File: src/rtl/csr_pkg.sv
package csr_pkg;

    // register addresses decoded by the core
    localparam logic [11:0] A_SSTATUS = 12'h100;
    localparam logic [11:0] A_SIE     = 12'h104;
    localparam logic [11:0] A_STVEC   = 12'h105;
    localparam logic [11:0] A_SIP     = 12'h144;
    localparam logic [11:0] A_MSTATUS = 12'h300;
    localparam logic [11:0] A_MDELEG  = 12'h303;
    localparam logic [11:0] A_MIE     = 12'h304;
    localparam logic [11:0] A_MTVEC   = 12'h305;
    localparam logic [11:0] A_UCNTEN  = 12'h320;
    localparam logic [11:0] A_SCNTEN  = 12'h321;
    localparam logic [11:0] A_MIP     = 12'h344;

    // interrupt bit positions
    localparam int IB_SSW  = 1;
    localparam int IB_MSW  = 3;
    localparam int IB_STMR = 5;
    localparam int IB_MTMR = 7;
    localparam int IB_SEXT = 9;
    localparam int IB_COP  = 12;

    // status field positions
    localparam int SB_SIE  = 1;
    localparam int SB_MIE  = 3;
    localparam int SB_SPIE = 5;
    localparam int SB_MPIE = 7;
    localparam int SB_SPP  = 8;
    localparam int SB_MPP  = 11;
    localparam int SB_FS   = 13;
    localparam int SB_XS   = 15;
    localparam int SB_MPRV = 17;
    localparam int SB_PUM  = 18;
    localparam int SB_VM   = 24;

    localparam int CNTEN_W = 3;

    typedef struct packed {
        logic       sie;
        logic       mie;
        logic       spie;
        logic       mpie;
        logic       spp;
        logic [1:0] mpp;
        logic [1:0] fs;
        logic [1:0] xs;
        logic       mprv;
        logic       pum;
        logic [4:0] vm;
    } status_t;

    // one-hot decode of the address map
    typedef struct packed {
        logic sstatus, sie, stvec, sip;
        logic mstatus, mdeleg, mie, mtvec;
        logic ucnten, scnten, mip;
    } csr_sel_t;

    function automatic logic vm_legal(input int xlen, input logic [4:0] vm);
        if (xlen == 32) return (vm == 5'd0) || (vm == 5'd8);
        if (xlen == 64) return (vm == 5'd0) || (vm == 5'd9) || (vm == 5'd10);
        return vm == 5'd0;
    endfunction

    function automatic logic priv_legal(input logic [1:0] p);
        return p != 2'b10;
    endfunction

    function automatic logic dirty_of(input logic [1:0] fs, input logic [1:0] xs);
        return (fs == 2'b11) || (xs == 2'b11);
    endfunction

endpackage

File: src/rtl/csr_status_unit.sv
module csr_status_unit
    import csr_pkg::*;
#(
    parameter int XLEN        = 32,
    parameter bit EXT_PRESENT = 1'b0
) (
    input  logic            clk,
    input  logic            rst,
    input  logic            wr_m,
    input  logic            wr_s,
    input  logic [XLEN-1:0] wdata,
    output logic [XLEN-1:0] mstatus_rd,
    output logic [XLEN-1:0] sstatus_rd
);
    localparam logic [XLEN-1:0] ONE = XLEN'(1);
    localparam logic [XLEN-1:0] S_VIEW =
        (ONE << SB_SIE) | (ONE << SB_SPIE) | (ONE << SB_SPP) |
        (XLEN'(3) << SB_FS) | (XLEN'(3) << SB_XS) | (ONE << SB_PUM);

    status_t st_q, st_d;
    logic    sd_q, sd_d;
    logic [XLEN-1:0] word_cur, src;

    function automatic logic [XLEN-1:0] pack(input status_t s, input logic sd);
        logic [XLEN-1:0] w;
        w = '0;
        w[SB_SIE]  = s.sie;
        w[SB_MIE]  = s.mie;
        w[SB_SPIE] = s.spie;
        w[SB_MPIE] = s.mpie;
        w[SB_SPP]  = s.spp;
        w[SB_MPP +: 2] = s.mpp;
        w[SB_FS +: 2]  = s.fs;
        w[SB_XS +: 2]  = s.xs;
        w[SB_MPRV] = s.mprv;
        w[SB_PUM]  = s.pum;
        w[SB_VM +: 5]  = s.vm;
        w[XLEN-1]  = sd;
        return w;
    endfunction

    assign word_cur = pack(st_q, sd_q);
    // supervisor writes merge into the current word first
    assign src = wr_s ? ((word_cur & ~S_VIEW) | (wdata & S_VIEW)) : wdata;

    always_comb begin
        st_d = st_q;
        sd_d = sd_q;
        if (wr_m || wr_s) begin
            st_d.sie  = src[SB_SIE];
            st_d.mie  = src[SB_MIE];
            st_d.spie = src[SB_SPIE];
            st_d.mpie = src[SB_MPIE];
            st_d.spp  = src[SB_SPP];
            st_d.fs   = src[SB_FS +: 2];
            st_d.mprv = src[SB_MPRV];
            st_d.pum  = src[SB_PUM];
            if (EXT_PRESENT)                      st_d.xs  = src[SB_XS +: 2];
            if (priv_legal(src[SB_MPP +: 2]))     st_d.mpp = src[SB_MPP +: 2];
            if (vm_legal(XLEN, src[SB_VM +: 5]))  st_d.vm  = src[SB_VM +: 5];
            sd_d = dirty_of(st_d.fs, st_d.xs);
        end
    end

    always_ff @(posedge clk) begin
        if (rst) begin
            st_q <= '0;
            sd_q <= 1'b0;
        end else begin
            st_q <= st_d;
            sd_q <= sd_d;
        end
    end

    assign mstatus_rd = word_cur;
    always_comb begin
        sstatus_rd = word_cur & S_VIEW;
        sstatus_rd[XLEN-1] = dirty_of(st_q.fs, st_q.xs);
    end

    p_sd_tracks_r4: assert property (@(posedge clk) disable iff (rst)
        sd_q == ((st_q.fs == 2'b11) || (st_q.xs == 2'b11)));
    p_mpp_legal_r3: assert property (@(posedge clk) disable iff (rst)
        st_q.mpp != 2'b10);
    p_vm_legal_r3: assert property (@(posedge clk) disable iff (rst)
        vm_legal(XLEN, st_q.vm));
    p_xs_fixed_r3: assert property (@(posedge clk) disable iff (rst)
        EXT_PRESENT || st_q.xs == 2'b00);
    p_hold_r10: assert property (@(posedge clk) disable iff (rst)
        !(wr_m || wr_s) |=> $stable(word_cur));

endmodule

File: src/rtl/csr_irq_unit.sv
module csr_irq_unit
    import csr_pkg::*;
#(
    parameter int XLEN = 32
) (
    input  logic            clk,
    input  logic            rst,
    input  logic            wr_mip,
    input  logic            wr_sip,
    input  logic            wr_mie,
    input  logic            wr_sie,
    input  logic            wr_deleg,
    input  logic [XLEN-1:0] wdata,
    output logic [XLEN-1:0] mip_rd,
    output logic [XLEN-1:0] mie_rd,
    output logic [XLEN-1:0] deleg_rd,
    output logic [XLEN-1:0] sip_rd,
    output logic [XLEN-1:0] sie_rd
);
    localparam logic [XLEN-1:0] ONE = XLEN'(1);
    localparam logic [XLEN-1:0] PEND_SW = (ONE << IB_SSW) | (ONE << IB_STMR);
    localparam logic [XLEN-1:0] DELEGABLE =
        (ONE << IB_SSW) | (ONE << IB_STMR) | (ONE << IB_SEXT) | (ONE << IB_COP);
    localparam logic [XLEN-1:0] ENABLE_ALL =
        DELEGABLE | (ONE << IB_MSW) | (ONE << IB_MTMR);

    logic [XLEN-1:0] mip_q, mie_q, deleg_q;
    logic [XLEN-1:0] pend_src, en_src;

    // supervisor views merge through the live delegation mask
    assign pend_src = wr_sip ? ((mip_q & ~deleg_q) | (wdata & deleg_q)) : wdata;
    assign en_src   = wr_sie ? ((mie_q & ~deleg_q) | (wdata & deleg_q)) : wdata;

    always_ff @(posedge clk) begin
        if (rst) begin
            mip_q   <= '0;
            mie_q   <= '0;
            deleg_q <= '0;
        end else begin
            if (wr_mip || wr_sip)
                mip_q <= (mip_q & ~PEND_SW) | (pend_src & PEND_SW);
            if (wr_mie || wr_sie)
                mie_q <= (mie_q & ~ENABLE_ALL) | (en_src & ENABLE_ALL);
            if (wr_deleg)
                deleg_q <= (deleg_q & ~DELEGABLE) | (wdata & DELEGABLE);
        end
    end

    assign mip_rd   = mip_q;
    assign mie_rd   = mie_q;
    assign deleg_rd = deleg_q;
    assign sip_rd   = mip_q & deleg_q;
    assign sie_rd   = mie_q & deleg_q;

    p_pend_mask_r1: assert property (@(posedge clk) disable iff (rst)
        (mip_q & ~PEND_SW) == '0);
    p_deleg_mask_r2: assert property (@(posedge clk) disable iff (rst)
        (deleg_q & ~DELEGABLE) == '0);
    p_en_mask_r2: assert property (@(posedge clk) disable iff (rst)
        (mie_q & ~ENABLE_ALL) == '0);
    p_sview_undeleg_r7: assert property (@(posedge clk) disable iff (rst)
        (wr_sie && !wr_mie) |=> ((mie_q & ~$past(deleg_q)) == ($past(mie_q) & ~$past(deleg_q))));

endmodule

File: src/rtl/csr_misc_unit.sv
module csr_misc_unit
    import csr_pkg::*;
#(
    parameter int XLEN = 32
) (
    input  logic            clk,
    input  logic            rst,
    input  logic            wr_mtvec,
    input  logic            wr_stvec,
    input  logic            wr_ucnt,
    input  logic            wr_scnt,
    input  logic [XLEN-1:0] wdata,
    output logic [XLEN-1:0] mtvec_rd,
    output logic [XLEN-1:0] stvec_rd,
    output logic [XLEN-1:0] ucnt_rd,
    output logic [XLEN-1:0] scnt_rd
);
    localparam int NVEC = 2;
    localparam int NCNT = 2;

    logic [NVEC-1:0]         vec_wr;
    logic [XLEN-1:0]         vec_q [NVEC];
    logic [NCNT-1:0]         cnt_wr;
    logic [CNTEN_W-1:0]      cnt_q [NCNT];

    assign vec_wr = {wr_stvec, wr_mtvec};
    assign cnt_wr = {wr_scnt, wr_ucnt};

    for (genvar g = 0; g < NVEC; g++) begin : g_vec
        always_ff @(posedge clk) begin
            if (rst)            vec_q[g] <= '0;
            else if (vec_wr[g]) vec_q[g] <= {wdata[XLEN-1:2], 2'b00};
        end
        p_align_r5: assert property (@(posedge clk) disable iff (rst)
            vec_q[g][1:0] == 2'b00);
        p_vec_hold_r5: assert property (@(posedge clk) disable iff (rst)
            !vec_wr[g] |=> $stable(vec_q[g]));
    end

    for (genvar g = 0; g < NCNT; g++) begin : g_cnt
        always_ff @(posedge clk) begin
            if (rst)            cnt_q[g] <= '0;
            else if (cnt_wr[g]) cnt_q[g] <= wdata[CNTEN_W-1:0];
        end
    end

    assign mtvec_rd = vec_q[0];
    assign stvec_rd = vec_q[1];
    assign ucnt_rd  = XLEN'(cnt_q[0]);
    assign scnt_rd  = XLEN'(cnt_q[1]);

endmodule

File: src/rtl/mcsr_filter.sv
module mcsr_filter
    import csr_pkg::*;
#(
    parameter int XLEN        = 32,
    parameter bit EXT_PRESENT = 1'b0
) (
    input  logic            clk,
    input  logic            rst,
    input  logic [11:0]     csr_addr,
    input  logic            wr_en,
    input  logic [XLEN-1:0] wr_data,
    input  logic            rd_en,
    output logic [XLEN-1:0] rd_data,
    output logic            illegal_access
);
    csr_sel_t sel, wsel;
    logic     known;

    logic [XLEN-1:0] mstatus_v, sstatus_v, mip_v, mie_v, deleg_v, sip_v, sie_v;
    logic [XLEN-1:0] mtvec_v, stvec_v, ucnt_v, scnt_v;

    always_comb begin
        sel = '0;
        unique case (csr_addr)
            A_SSTATUS: sel.sstatus = 1'b1;
            A_SIE:     sel.sie     = 1'b1;
            A_STVEC:   sel.stvec   = 1'b1;
            A_SIP:     sel.sip     = 1'b1;
            A_MSTATUS: sel.mstatus = 1'b1;
            A_MDELEG:  sel.mdeleg  = 1'b1;
            A_MIE:     sel.mie     = 1'b1;
            A_MTVEC:   sel.mtvec   = 1'b1;
            A_UCNTEN:  sel.ucnten  = 1'b1;
            A_SCNTEN:  sel.scnten  = 1'b1;
            A_MIP:     sel.mip     = 1'b1;
            default:   sel = '0;
        endcase
    end

    assign known = |sel;
    assign wsel  = wr_en ? sel : '0;

    csr_status_unit #(.XLEN(XLEN), .EXT_PRESENT(EXT_PRESENT)) u_status (
        .clk(clk), .rst(rst),
        .wr_m(wsel.mstatus), .wr_s(wsel.sstatus), .wdata(wr_data),
        .mstatus_rd(mstatus_v), .sstatus_rd(sstatus_v)
    );

    csr_irq_unit #(.XLEN(XLEN)) u_irq (
        .clk(clk), .rst(rst),
        .wr_mip(wsel.mip), .wr_sip(wsel.sip),
        .wr_mie(wsel.mie), .wr_sie(wsel.sie),
        .wr_deleg(wsel.mdeleg), .wdata(wr_data),
        .mip_rd(mip_v), .mie_rd(mie_v), .deleg_rd(deleg_v),
        .sip_rd(sip_v), .sie_rd(sie_v)
    );

    csr_misc_unit #(.XLEN(XLEN)) u_misc (
        .clk(clk), .rst(rst),
        .wr_mtvec(wsel.mtvec), .wr_stvec(wsel.stvec),
        .wr_ucnt(wsel.ucnten), .wr_scnt(wsel.scnten), .wdata(wr_data),
        .mtvec_rd(mtvec_v), .stvec_rd(stvec_v),
        .ucnt_rd(ucnt_v), .scnt_rd(scnt_v)
    );

    always_comb begin
        rd_data = '0;
        if (sel.sstatus) rd_data = sstatus_v;
        if (sel.sie)     rd_data = sie_v;
        if (sel.stvec)   rd_data = stvec_v;
        if (sel.sip)     rd_data = sip_v;
        if (sel.mstatus) rd_data = mstatus_v;
        if (sel.mdeleg)  rd_data = deleg_v;
        if (sel.mie)     rd_data = mie_v;
        if (sel.mtvec)   rd_data = mtvec_v;
        if (sel.ucnten)  rd_data = ucnt_v;
        if (sel.scnten)  rd_data = scnt_v;
        if (sel.mip)     rd_data = mip_v;
    end

    assign illegal_access = rd_en && !known;

    p_illegal_zero_r9: assert property (@(posedge clk) disable iff (rst)
        illegal_access |-> rd_data == '0);
    p_decode_onehot_r9: assert property (@(posedge clk) disable iff (rst)
        $onehot0(sel));
    p_sd_view_r8: assert property (@(posedge clk) disable iff (rst)
        sel.sstatus |-> rd_data[XLEN-1] == mstatus_v[XLEN-1]);

endmodule

File: config.mk
export PLATFORM = sky130hd
export DESIGN_NAME = mcsr_filter
export DESIGN_NICKNAME = d
export VERILOG_FILES = /design/src/rtl/csr_pkg.sv /design/src/rtl/csr_status_unit.sv /design/src/rtl/csr_irq_unit.sv /design/src/rtl/csr_misc_unit.sv /design/src/rtl/mcsr_filter.sv
export SDC_FILE = /design/constraint.sdc
export NUM_CORES = 1
export LEC_CHECK = 0
export ABC_AREA = 1
export BUFFER_PORTS_ARGS = -buffer_cell sky130_fd_sc_hd__buf_4
export CAP_MARGIN = 20
export CORE_MARGIN = 3
export CORE_UTILIZATION = 51
export CTS_CLUSTER_DIAMETER = 100
export DETAILED_ROUTE_END_ITERATION = 12
export GPL_TIMING_DRIVEN = 0
export PLACE_DENSITY = 0.72
export SETUP_SLACK_MARGIN = 0.05
export SKIP_LAST_GASP = 1
export SYNTH_ARGS = -nofsm -noshare
export SYNTH_HDL_FRONTEND = slang
export SYNTH_HIERARCHICAL = 1
export SYNTH_SLANG_ARGS = --single-unit
File: constraint.sdc
create_clock -name clk -period 6.6 [get_ports clk]
set_input_delay 0.99 -clock clk [delete_from_list [all_inputs] [get_ports clk]]
set_output_delay 0.99 -clock clk [all_outputs]
set_load 0.03 [all_outputs]
# Word-level counts from Yosys, hierarchy flattened
# Memory sizes are Yosys's and may differ from the RTL's.
# Cells that the tools add are included.
[classes]
eq_ne = 15
mux = 47
bitwise_logic = 16
reduce_logical = 10
[ops]
columns = ["operator", "n"]
rows = [
  ["two-way mux 32 bit", 11],
  ["equality test 12 x 10 -> 1 bit, second input constant", 7],
  ["bitwise AND 32 bit", 2],
  ["OR 32 x 13 -> 32 bit", 2],
  ["two-way mux 30 bit", 2],
  ["equality test 12 x 9 -> 1 bit, second input constant", 4],
  ["OR 32 x 6 -> 32 bit", 1],
  ["two-way mux 29 bit", 1],
  ["OR 29 x 19 -> 29 bit", 1],
  ["two-way mux 1 bit", 28],
  ["bitwise AND 13 bit", 2],
  ["two-way mux 13 bit", 1],
  ["inverter 13 bit", 1],
  ["OR 13 bit", 1],
  ["two-way mux 11 bit", 1],
  ["OR reduction 11 bit", 1],
  ["bitwise AND 6 bit", 1],
  ["two-way mux 3 bit", 2],
  ["two-way mux 6 bit", 1],
  ["OR 6 bit", 1],
  ["equality test 5 x 4 -> 1 bit, second input constant", 1],
  ["logical NOT 5 bit", 1],
  ["equality test 2 bit, second input constant", 2],
  ["logical OR 1 bit", 4],
  ["5 further kinds", 9],
]
[word_totals]
regBits = 113
ramBits = 66
output_inout_bits = 33
word_cells = 104
n_memories = 2
[mem_list]
columns = ["name", "depth", "width", "read_ports", "rd_clocked_by_memory_dff", "write_ports", "line_no", "text"]
rows = [
  ["u_misc.vec_q", 2, 30, 2, 0, 2, "csr_misc_unit.sv:22", "logic [XLEN-1:0] vec_q [NVEC];"],
  ["u_misc.cnt_q", 2, 3, 2, 0, 2, "csr_misc_unit.sv:24", "logic [CNTEN_W-1:0] cnt_q [NCNT];"],
]

# Logic depth before layout (Yosys ltp)
[depth]
depth_word = 13
ltp_mapped = 14
mapped_depth_nobuf = 13

# Hierarchy
# Netlist, hierarchy kept.
[by_module_without_submodules]
columns = ["module", "instances", "cells_per_inst", "area_per_inst_um2", "seq_area_each_um2"]
rows = [
  ["mcsr_filter", 1, 874, 3783.6, 0.0],
  ["csr_misc_unit", 1, 242, 2945.3, 1981.9],
  ["csr_irq_unit", 1, 229, 1629.1, 240.2],
  ["csr_status_unit", 1, 140, 1052.3, 340.3],
]

# Worst setup path before layout
# OpenSTA, ideal clock, no wires.
[synth_path]
kind = "input -> output"
start = "input port csr_addr[10]"
end = "output port illegal_access"
arrival_time_ps = 2807
setup_slack_ps = 2803
cell_stages = 8
n_path_buf = 2
cell_sequence = "inv_1 > nand2_2 > nor2_4 > nand3_1 > buf_2 > nand2_2 > buf_2 > nor4_1"
[synth_via]
elab_chain_len = 5
word_cells_on_any_way = 25
classes_between = "eq/ne (11); mux (11); reduce/logical (3)"
[synth_rtl]
columns = ["item", "line_no", "text"]
rows = [
  ["start, declared", "mcsr_filter.sv:9", "input logic [11:0] csr_addr,"],
  ["equality test 12 x 10 -> 1 bit / equality test 12 x 9 -> 1 bit (equally long branches)", "mcsr_filter.sv:24", "unique case (csr_addr)"],
  ["two-way mux 1 bit", "mcsr_filter.sv:24", ""],
  ["OR reduction 11 bit (*)", "mcsr_filter.sv:40", "assign known = |sel;"],
  ["logical NOT 1 bit (*)", "mcsr_filter.sv:81", "assign illegal_access = rd_en && !known;"],
  ["logical AND 1 bit (*)", "mcsr_filter.sv:81", ""],
  ["end, declared", "mcsr_filter.sv:14", "output logic illegal_access"],
]
# Every way passes the cells marked *; elsewhere a longest branch is shown, timed or not.

# Final worst setup path
[layout_path]
start = "input port csr_addr[7]"
end = "output port illegal_access"
# The elaborated chain is that of the path after synthesis.

==> results <==
- Setup violations remaining at the end of the flow were counted as 0.
- The number of antenna violations at the first check in global routing is 0.
- The H-tree was split into 3 levels.
- The number of iterations in the first detailed-routing pass is 6.
- The total detailed-routing wirelength is 26600 µm.
- Entering global routing, the biggest net connects 31 pins.
- In the routed design, unresolved DRC markers number 0.
- The cts-stage hold buffer count is 0.
- Each instance of the synthesized netlist takes up on average 6.34 µm².
- In the layout the commonest cells are buf_4, nand2_1, conb_1, nor2_1, inv_1.
- The post-synth design cell area is approximately 9400 µm².
- The synthesized instance count is 1485.
- The final hold violation count is 0.
- Headroom to the max-slew limit came out at between 30% and 40%.
- Once placement completed, the tool counted placed cells totaling 2035.
- STA classifies the critical path endpoint as an output port.
- The buffers inserted during post-CTS setup optimization is 0.
- Clock-pin slew was measured on the worst setup and hold paths at about 70 ps.
- In this run the worst path has a maximum fanout of 10.
- In this run the static leakage power is between 6 and 7 nW.
- In this run the biggest area consumer among cell types represents about a fifth of the synthesized area.
- The slew at the pin with the worst max-slew slack is 966 ps.
- For this run, the top clock speed supported by timing is 0.248 GHz.
- The worst-case register-to-register setup slack is 5700 ps.
- The run finished with clean final reports.
- In the final routed layout, each cell accounts on average for 12.9 µm.
- After synthesis, flip-flops and latches occupy between 20% and 30% of the total area.
- The cell type with the largest total area after synthesis is edfxtp_1.
- The first global-routing pass estimated ~42000 µm of wire.
- The congestion estimate from routability-driven global placement came to around 0.91.
- The number of antenna diodes in the final layout is 0.
- In the final timing run, aggregate negative setup slack is 0 ps.
- The half-perimeter wire length after placement is around 20000 µm.
- Buffers placed on the I/O ports in this run total 80.
- The die area is just over 20000 µm².
- The worst setup path is launched from an input port.
- The distinct cell type count of the synthesized netlist is 32.
- The number of max-cap violations is 0.
- The worst clock skew on the final layout is approximately 6.4 ps.
- Clock tree synthesis inserted a total of 9 buffers.
- The final layout net count is roughly 1900.
- In this run the remaining antenna-violating nets after routing total 0.
- The final worst-path setup slack is roughly 2600 ps.
- From synthesis to final layout, the design area changed by 22.1%.
- The Yosys step of the flow raised 6 warnings.
- The TritonCTS clock tree is yes.
- CTS placed an instance of clkbuf_16 at the clock tree root.
- The final max-slew violation count is 0.
- Counting cells, the worst reg-to-reg path comes to 4.
- For the worst-skew pair, the clock arrives at the later sink with an insertion delay of approximately 350 ps.
- The floorplan has 49 rows.
- The routed layout has approximately 9100 vias.
- Setup repair after global routing left no endpoint under its margin.
- The share of the cycle needed by the critical path after routing is between 60% and 70%.
- The non-filler instance count after layout is about 2100.
- The layout has approximately 1800 filler cells.
- The worst slack at placement is 2620 ps.
- The sink count of the clock tree is 95.
- The worst-case vdd ir drop is roughly 0.15 mV.
- The number of instances on the worst hold path is 2.
- The path class of the lowest-slack min-delay path is flop to flop.
- At the worst endpoint, the required time is between 5000 and 6000 ps.
- The buffer levels on the longest clock path is 2.
- 81 I/O pins were placed.
- The count of state elements after synthesis is between 90 and 100.
- The total congestion overflow after global routing is 0.
- The first routing iteration left about 650 violations.
- STA puts the critical path data arrival time at around 3000 ps.
- The worst setup path is of the input port to output port kind.
- By area the synthesized netlist is led by edfxtp_1, buf_4, nand2_1.
- The die is approximately 140 µm tall.
- On the final layout, the worst hold slack is between 400 and 500 ps.
- Leaving out fill and tap cells, the most frequent cell in the layout is buf_4.
- The number of global-route vias before repair was 8124.
- The width of the die is between 100 and 150 µm.
- The number of gates resized after CTS is 0.
- In the global route stage, overall resource usage came out at between 20% and 30%.
- The mean number of vias per cell is between 4 and 5.
- The areal power density over the cells is ~120 nW/µm².
- The effective utilization at floorplan is approximately 52%.
- The core region area is approximately 18000 µm².
- In the final layout, the share of cells above drive strength 1 is a little under a quarter.
- After layout, the minimum clock period comes to around 4000 ps.
cell families (layout without fill, tap and decap cells):
| kind of cell | after synthesis | after routing | synth area share [%] |
|---|---|---|---|
| and+or+nand+nor | 770 | 770 | 35.1 |
| AOI/OAI and AO/OA | 104 | 104 | 5.76 |
| DFF | 95 | 95 | 27.2 |
| buffers and inverters | 513 | 609 | 31.8 |
| other | 3 | 244 | 0.120 |
per-stage QoR:
stage / utilization (%) / instance area (µm²) / power, mW
after CTS: 63.8 / 11500 / 1.41
after global routing: 63.8 / 11500 / 1.46
final: 63.8 / 11500 / 1.40
after global placement: 62.1 / 11200 / 0.878
after detailed placement: 62.1 / 11200 / 0.879
after floorplan: - / 10300 / 0.833
cells in the mapped netlist:
master / count
nor4_1: 1
nand2_4: 4
inv_1: 186
a21oi_1: 59
nor2_2: 5
inv_2: 10
nor4_2: 1
nor2_1: 222
o21ai_0: 30
o211ai_1: 1
clkinv_1: 1
a21oi_2: 5
conb_1: 3
clkinv_2: 1
or2_2: 6
buf_2: 28
nand2_2: 7
dfxtp_1: 29
inv_4: 2
nor2_4: 5
buf_6: 8
buf_8: 1
nor3_1: 13
clkbuf_1: 16
nand4_1: 28
nand2_1: 323
buf_1: 5
nand3_1: 154
o21ai_1: 9
nand3_2: 1
buf_4: 255
edfxtp_1: 66
state kept, by name, summed over array words and instances, names as in the netlist:
name,count
u_irq/mie_rd,6
u_irq/mip_rd,2
u_misc/vec_q,60
u_misc/cnt_q,6
u_status/mstatus_rd,16
u_status/sd_q,1
u_irq/deleg_rd,4
cell type report:
class / count / area (µm²) / share of cell area, %
Inverter: 200 / 757 / 6.59
Clock inverter: 5 / 57.6 / 0.501
Clock buffer: 11 / 233 / 2.03
Buffer: 313 / 2240 / 19.5
Multi-Input combinational cell: 1118 / 4760 / 41.4
Timing Repair Buffer: 80 / 601 / 5.23
Sequential cell: 95 / 2560 / 22.3
Tap cell: 229 / 287 / 2.49
layer usage:
layer / share of wire, % / global-route usage (%)
met1: 47 / 37.5
met2: 43 / 41.7
met3: 7.9 / 4.99
met4: 2.7 / 8.64
met5: 0 / 0
where the power goes:
part / switching (mW) / internal, mW
logic: 0.0905 / 0.121
clock network: 0.236 / 0.295
registers: 0.00602 / 0.656
total: 0.332 / 1.07
worst max-delay path, stage by stage:
cell and delay [ps]:
buf_4 80, nor2_1 50, nand2_2 150, nor2_2 90
nand2_2 160, buf_1 470, nand4_1 410, nor4_1 390
buf_4 240
worst paths after layout:
kind,from,end
setup reg to reg,u_status/mstatus_rd[26],u_status/mstatus_rd[26]
hold reg to reg,u_status/mstatus_rd[28],u_status/mstatus_rd[28]
hold / removal,u_status/mstatus_rd[28],u_status/mstatus_rd[28]
setup / recovery,csr_addr[7],illegal_access
Note: power is estimated with default switching activity, not from simulation.
